## src/rtl/opr_pkg.sv

```systemverilog
package opr_pkg;
   localparam int INSTR_W = 12;

   // group 1 field positions
   localparam int G1_CLA = 7;
   localparam int G1_CLL = 6;
   localparam int G1_CMA = 5;
   localparam int G1_CML = 4;
   localparam int G1_RAR = 3;
   localparam int G1_RAL = 2;
   localparam int G1_DBL = 1;
   localparam int G1_IAC = 0;

   // group 2 field positions
   localparam int G2_CLA = 7;
   localparam int G2_NEG = 6;
   localparam int G2_ZER = 5;
   localparam int G2_LNK = 4;
   localparam int G2_INV = 3;
   localparam int G2_OSR = 2;
   localparam int G2_HLT = 1;

   typedef enum logic [1:0] {
      CLS_PASS = 2'd0,
      CLS_G1   = 2'd1,
      CLS_G2   = 2'd2
   } opr_cls_e;

   function automatic opr_cls_e opr_classify(input logic [INSTR_W-1:0] w);
      if (w[11:9] != 3'b111) return CLS_PASS;
      if (!w[8])             return CLS_G1;
      if (!w[0])             return CLS_G2;
      return CLS_PASS;
   endfunction
endpackage

```

## src/rtl/opr_rotate.sv

```systemverilog
module opr_rotate #(
   parameter int DATA_W = 12,
   parameter bit DBL_EN = 1'b1
) (
   input  logic [DATA_W:0] ring_i,
   input  logic            rol_i,
   input  logic            ror_i,
   input  logic            dbl_i,
   output logic [DATA_W:0] ring_o
);
   localparam int STAGES = 2;

   logic [DATA_W:0] st [0:STAGES];
   assign st[0] = ring_i;

   for (genvar s = 0; s < STAGES; s++) begin : g_stage
      if (s == 0 || DBL_EN) begin : g_live
         logic act;
         assign act = (s == 0) ? 1'b1 : dbl_i;
         always_comb begin
            st[s+1] = st[s];
            if (act && rol_i && !ror_i)
               st[s+1] = {st[s][DATA_W-1:0], st[s][DATA_W]};
            else if (act && ror_i && !rol_i)
               st[s+1] = {st[s][0], st[s][DATA_W:1]};
         end
      end else begin : g_thru
         assign st[s+1] = st[s];
      end
   end

   assign ring_o = st[STAGES];
endmodule

```

## src/rtl/opr_group1.sv

```systemverilog
module opr_group1 import opr_pkg::*; #(
   parameter int DATA_W = 12,
   parameter bit DBL_EN = 1'b1
) (
   input  logic [INSTR_W-1:0] instr_i,
   input  logic [DATA_W-1:0]  ac_i,
   input  logic               link_i,
   output logic [DATA_W-1:0]  ac_o,
   output logic               link_o
);
   logic [DATA_W:0] pre_rot;
   logic [DATA_W:0] post_rot;

   always_comb begin
      logic [DATA_W-1:0] a;
      logic              l;
      a = instr_i[G1_CLA] ? '0 : ac_i;
      l = instr_i[G1_CLL] ? 1'b0 : link_i;
      if (instr_i[G1_CMA]) a = ~a;
      if (instr_i[G1_CML]) l = ~l;
      pre_rot = {l, a};
      if (instr_i[G1_IAC]) pre_rot = pre_rot + 1'b1;
   end

   opr_rotate #(.DATA_W(DATA_W), .DBL_EN(DBL_EN)) u_rot (
      .ring_i (pre_rot),
      .rol_i  (instr_i[G1_RAL]),
      .ror_i  (instr_i[G1_RAR]),
      .dbl_i  (instr_i[G1_DBL]),
      .ring_o (post_rot)
   );

   assign link_o = post_rot[DATA_W];
   assign ac_o   = post_rot[DATA_W-1:0];
endmodule

```

## src/rtl/opr_group2.sv

```systemverilog
module opr_group2 import opr_pkg::*; #(
   parameter int DATA_W = 12
) (
   input  logic [INSTR_W-1:0] instr_i,
   input  logic [DATA_W-1:0]  ac_i,
   input  logic               link_i,
   input  logic [DATA_W-1:0]  sr_i,
   output logic [DATA_W-1:0]  ac_o,
   output logic               skip_o,
   output logic               halt_o
);
   logic hit;

   assign hit = (instr_i[G2_NEG] &&  ac_i[DATA_W-1])
             || (instr_i[G2_ZER] && (ac_i == '0))
             || (instr_i[G2_LNK] &&  link_i);

   assign skip_o = instr_i[G2_INV] ? !hit : hit;

   always_comb begin
      ac_o = instr_i[G2_CLA] ? '0 : ac_i;
      if (instr_i[G2_OSR]) ac_o = ac_o | sr_i;
   end

   assign halt_o = instr_i[G2_HLT];
endmodule

```

## src/rtl/opr_micro_unit.sv

```systemverilog
module opr_micro_unit import opr_pkg::*; #(
   parameter int DATA_W = 12,
   parameter bit DBL_EN = 1'b1
) (
   input  logic                clk,
   input  logic                rst_n,
   input  logic                valid_i,
   input  logic [INSTR_W-1:0]  instr_i,
   input  logic [DATA_W-1:0]   ac_i,
   input  logic                link_i,
   input  logic [DATA_W-1:0]   sr_i,
   output logic                valid_o,
   output logic [DATA_W-1:0]   ac_o,
   output logic                link_o,
   output logic                skip_o,
   output logic                halt_o
);
   if (DATA_W < 2) begin : g_bad_width
      $error("opr_micro_unit: DATA_W must be at least 2");
   end

   opr_cls_e          cls;
   logic [DATA_W-1:0] g1_ac, g2_ac, nxt_ac;
   logic              g1_link, g2_skip, g2_halt;
   logic              nxt_link, nxt_skip, nxt_halt;

   assign cls = opr_classify(instr_i);

   opr_group1 #(.DATA_W(DATA_W), .DBL_EN(DBL_EN)) u_g1 (
      .instr_i (instr_i),
      .ac_i    (ac_i),
      .link_i  (link_i),
      .ac_o    (g1_ac),
      .link_o  (g1_link)
   );

   opr_group2 #(.DATA_W(DATA_W)) u_g2 (
      .instr_i (instr_i),
      .ac_i    (ac_i),
      .link_i  (link_i),
      .sr_i    (sr_i),
      .ac_o    (g2_ac),
      .skip_o  (g2_skip),
      .halt_o  (g2_halt)
   );

   always_comb begin
      nxt_ac   = ac_i;
      nxt_link = link_i;
      nxt_skip = 1'b0;
      nxt_halt = 1'b0;
      case (cls)
         CLS_G1: begin
            nxt_ac   = g1_ac;
            nxt_link = g1_link;
         end
         CLS_G2: begin
            nxt_ac   = g2_ac;
            nxt_skip = g2_skip;
            nxt_halt = g2_halt;
         end
         default: ;
      endcase
   end

   always_ff @(posedge clk) begin
      if (!rst_n) begin
         valid_o <= 1'b0;
         ac_o    <= '0;
         link_o  <= 1'b0;
         skip_o  <= 1'b0;
         halt_o  <= 1'b0;
      end else begin
         valid_o <= valid_i;
         skip_o  <= valid_i && nxt_skip;
         halt_o  <= valid_i && nxt_halt;
         if (valid_i) begin
            ac_o   <= nxt_ac;
            link_o <= nxt_link;
         end
      end
   end

   // checks on the registered results
   logic in_g1, in_g2;
   assign in_g1 = (instr_i[11:9] == 3'b111) && !instr_i[8];
   assign in_g2 = (instr_i[11:9] == 3'b111) && instr_i[8] && !instr_i[0];

   p_valid_follow_r2: assert property (@(posedge clk) disable iff (!rst_n)
      valid_i |=> valid_o);
   p_idle_quiet_r2: assert property (@(posedge clk) disable iff (!rst_n)
      !valid_o |-> (!skip_o && !halt_o));
   p_pass_through_r3: assert property (@(posedge clk) disable iff (!rst_n)
      (valid_i && !in_g1 && !in_g2) |=>
         (ac_o == $past(ac_i) && link_o == $past(link_i) && !skip_o && !halt_o));
   p_clear_both_r4: assert property (@(posedge clk) disable iff (!rst_n)
      (valid_i && in_g1 && instr_i[7:0] == 8'b1100_0000) |=>
         (ac_o == '0 && !link_o));
   p_g1_no_req_r8: assert property (@(posedge clk) disable iff (!rst_n)
      (valid_i && in_g1) |=> (!skip_o && !halt_o));
   p_always_skip_r9: assert property (@(posedge clk) disable iff (!rst_n)
      (valid_i && in_g2 && instr_i[6:3] == 4'b0001) |=> skip_o);
   p_g2_link_keep_r10: assert property (@(posedge clk) disable iff (!rst_n)
      (valid_i && in_g2) |=> (link_o == $past(link_i)));
   p_halt_req_r11: assert property (@(posedge clk) disable iff (!rst_n)
      (valid_i && in_g2 && instr_i[1]) |=> halt_o);
endmodule

```

## config.mk

```make
export PLATFORM = sky130hd
export DESIGN_NAME = opr_micro_unit
export DESIGN_NICKNAME = d
export VERILOG_FILES = /design/src/rtl/opr_pkg.sv /design/src/rtl/opr_rotate.sv /design/src/rtl/opr_group1.sv /design/src/rtl/opr_group2.sv /design/src/rtl/opr_micro_unit.sv
export SDC_FILE = /design/constraint.sdc
export NUM_CORES = 1
export LEC_CHECK = 0
export ABC_AREA = 1
export BUFFER_PORTS_ARGS = -buffer_cell sky130_fd_sc_hd__buf_2
export CAP_MARGIN = 20
export CORE_UTILIZATION = 45
export DETAILED_ROUTE_END_ITERATION = 16
export PLACE_DENSITY_LB_ADDON = 0.3
export SYNTH_ARGS = -nofsm -noshare
export SYNTH_HDL_FRONTEND = slang
export SYNTH_SLANG_ARGS = --single-unit
```

## constraint.sdc

```tcl
create_clock -name clk -period 2.3 [get_ports clk]
set_input_delay 0.345 -clock clk [delete_from_list [all_inputs] [get_ports clk]]
set_output_delay 0.345 -clock clk [all_outputs]
set_load 0.02 [all_outputs]
```

==> qor.yml <==
utilization_pct: 56.3
critPathKind: "input port to flop"
setup_viol: 0
areaGrowthSynthToFinish_pct: 19.5
clkTransAtPathRegs_ps: 60
cts_tree: "yes"
gp_congestion: 0.972
final_cell_mix: "nand2_1 (174), nand3_1 (57), buf_2 (55), nor2_1 (42), inv_1 (30)"
avgRoutedWirePerCell_um: 13.1
diodes: 0
relSlewSlack_pct: 56.7
peakVddDrop_mv: 0.502
htreeDepth: 1
cts_sinks: 16
clk_path_buf_depth: 2
rsz0062_at_grt: "no"
num_io_pins: 56
p_leak_nw: 1.53
fin_nets: 560
drc: 0
postLayoutCellArea_sq_um: 2910
worstHoldPathCells: 3
period_needed_ps: 2130
viasPerCell: 5.28
cts_inserted_buffers: 3
hold_violations: 0
cts_hold_buf: 0
vias: 3097
wl_mm: 7.66
syn_area_per_cell_sq_um: 5.34
cp-start-kind: "input port"
synth_ff_type: "dfxtp_1"
io_buffer_count: 55
dp.cells: 582
postPlaceCellArea_sq_um: 2850
post-dp-hpwl_mm: 6.38
ys_types: 30
yosysSeqAreaShare_pct: 13.2
stdcell_count: 586
grt_pass1_vias: 2716
worstSkewPairLatency_ps: 240
drive_gt1_share_pct: 25.8
die_w_um: 75.6
critPathMaxFanout: 18
die_area_sq_um: 5710
skew_ps: 0
core-area_sq_um: 5170
required_ps: 2480
status: "completed"
layout_commonest_cell: "nand2_1"
cellPowerDensity_nw_per_um2: 365
async_flop_share_pct: 0
report.final.slew_viol_count: 0
rr_worst_depth: 2
ant_nets: 0
synth.cell_area_sq_um: 2430
drt-pass1-iter-count: 5
grt_usage_pct: 28.6
n_fill_cell: 546
hold_class: "input port to flop"
fmax_mhz: 469
synthCells: 456
antenna_found_initial: 0
grt_pass1_wl_mm: 12.5
die_y_um: 75.6
cp-end-kind: "flop"
maxCapViolations: 0
synth_warnings: 0
worst_pin_slew_ps: 646
synth_edf_count: 0
rows: 26
arrival_ps: 2310
grt_max_degree: 26
start_util_pct: 47.1
mappedNetlistNets: 499
cts_setup_buffers: 0
drt_iter0_drc: 234
hold_ws_ps: 319
setup_tns_ps: 0
synth_seq_cells: 16
gr-total-overflow: 0
cts-root-buf: "clkbuf_8"
period_share_pct: 92.7
==> area by class of cell <==
type	count	area, sq um	area share (%)
repair buffers	78	448	15.4
clock buffers	4	55.1	1.89
well taps	70	87.6	3.01
inverters	34	128	4.39
multi-input cells	384	1870	64.3
flip-flops and latches	16	320	11.0
==> state kept, by name (all words and copies together), names as in the netlist <==
name and count:
ac_o 12, halt_o 1, link_o 1, skip_o 1
valid_o 1
==> critical path, cell delays in order <==
cell and delay [ps]:
buf_2 110, inv_2 110, buf_4 240, nand2_1 120, nand2_1 70, nand2_1 120
nor2_4 190, nand4_1 110, nand2_1 70, nand2_1 90, nand2_1 110, nand3_1 90
nand2_1 70, nand2_1 50, inv_1 60, nand2_1 80, nand2_1 60, nand2_1 70
a21oi_2 110
==> kinds of logic after synthesis <==
group / synth area share (%)
flip-flops: 13.2
buffers and inverters: 10.1
XOR/XNOR: 2.06
AO/OA/AOI/OAI: 9.66
AND/OR/NAND/NOR: 63.5
adder cells (fa/ha/maj): 1.54
==> routing by layer <==
metal	up-vias	GRT usage, %	routed length [um]
met2	122	47.4	3590
met5	-	0	0
met1	1367	39.9	3450
met3	12	3.70	466
met4	0	5.35	149
li1	1596	-	-
==> metrics by stage <==
step	setup slack, ps	total power [mW]
finish	168	1.06
global route	11.3	1.15
CTS	235	1.06
detailed placement	-15.7	0.819
global placement	34.9	0.814
floorplan	307	0.658
==> timing repair <==
action,CTS,global route
endpoints found under the hold margin,0,0
setup endpoints to repair,0,4
gates resized for setup,0,1
==> cell usage after synthesis, types with 7 or more instances <==
cell type / count / area [sq um]
nand3_1: 57 / 285
buf_2: 7 / 35.0
nand2_2: 22 / 138
inv_1: 30 / 113
dfxtp_1: 16 / 320
nand2_1: 174 / 653
nand3_2: 8 / 80.1
clkbuf_1: 10 / 37.5
a21oi_1: 22 / 110
o21ai_1: 9 / 45.0
nor2_1: 42 / 158
nand4_1: 18 / 113
==> power breakdown <==
part           total (mW)  switching, mW  leakage [nW]  internal, mW
clock network       0.242         0.0904        0.0288         0.152
logic               0.520          0.335          1.36         0.185
registers           0.300        0.00758         0.132         0.293
==> final timing paths <==
kind         slack (ps)        to  startpoint
max                 170  ac_o[10]  instr_i[7]
max reg2reg        1640   ac_o[6]     ac_o[6]
min reg2reg         470   ac_o[2]     ac_o[2]
min                 320   valid_o       rst_n
No activity file was read; power rests on OpenSTA's default activity.
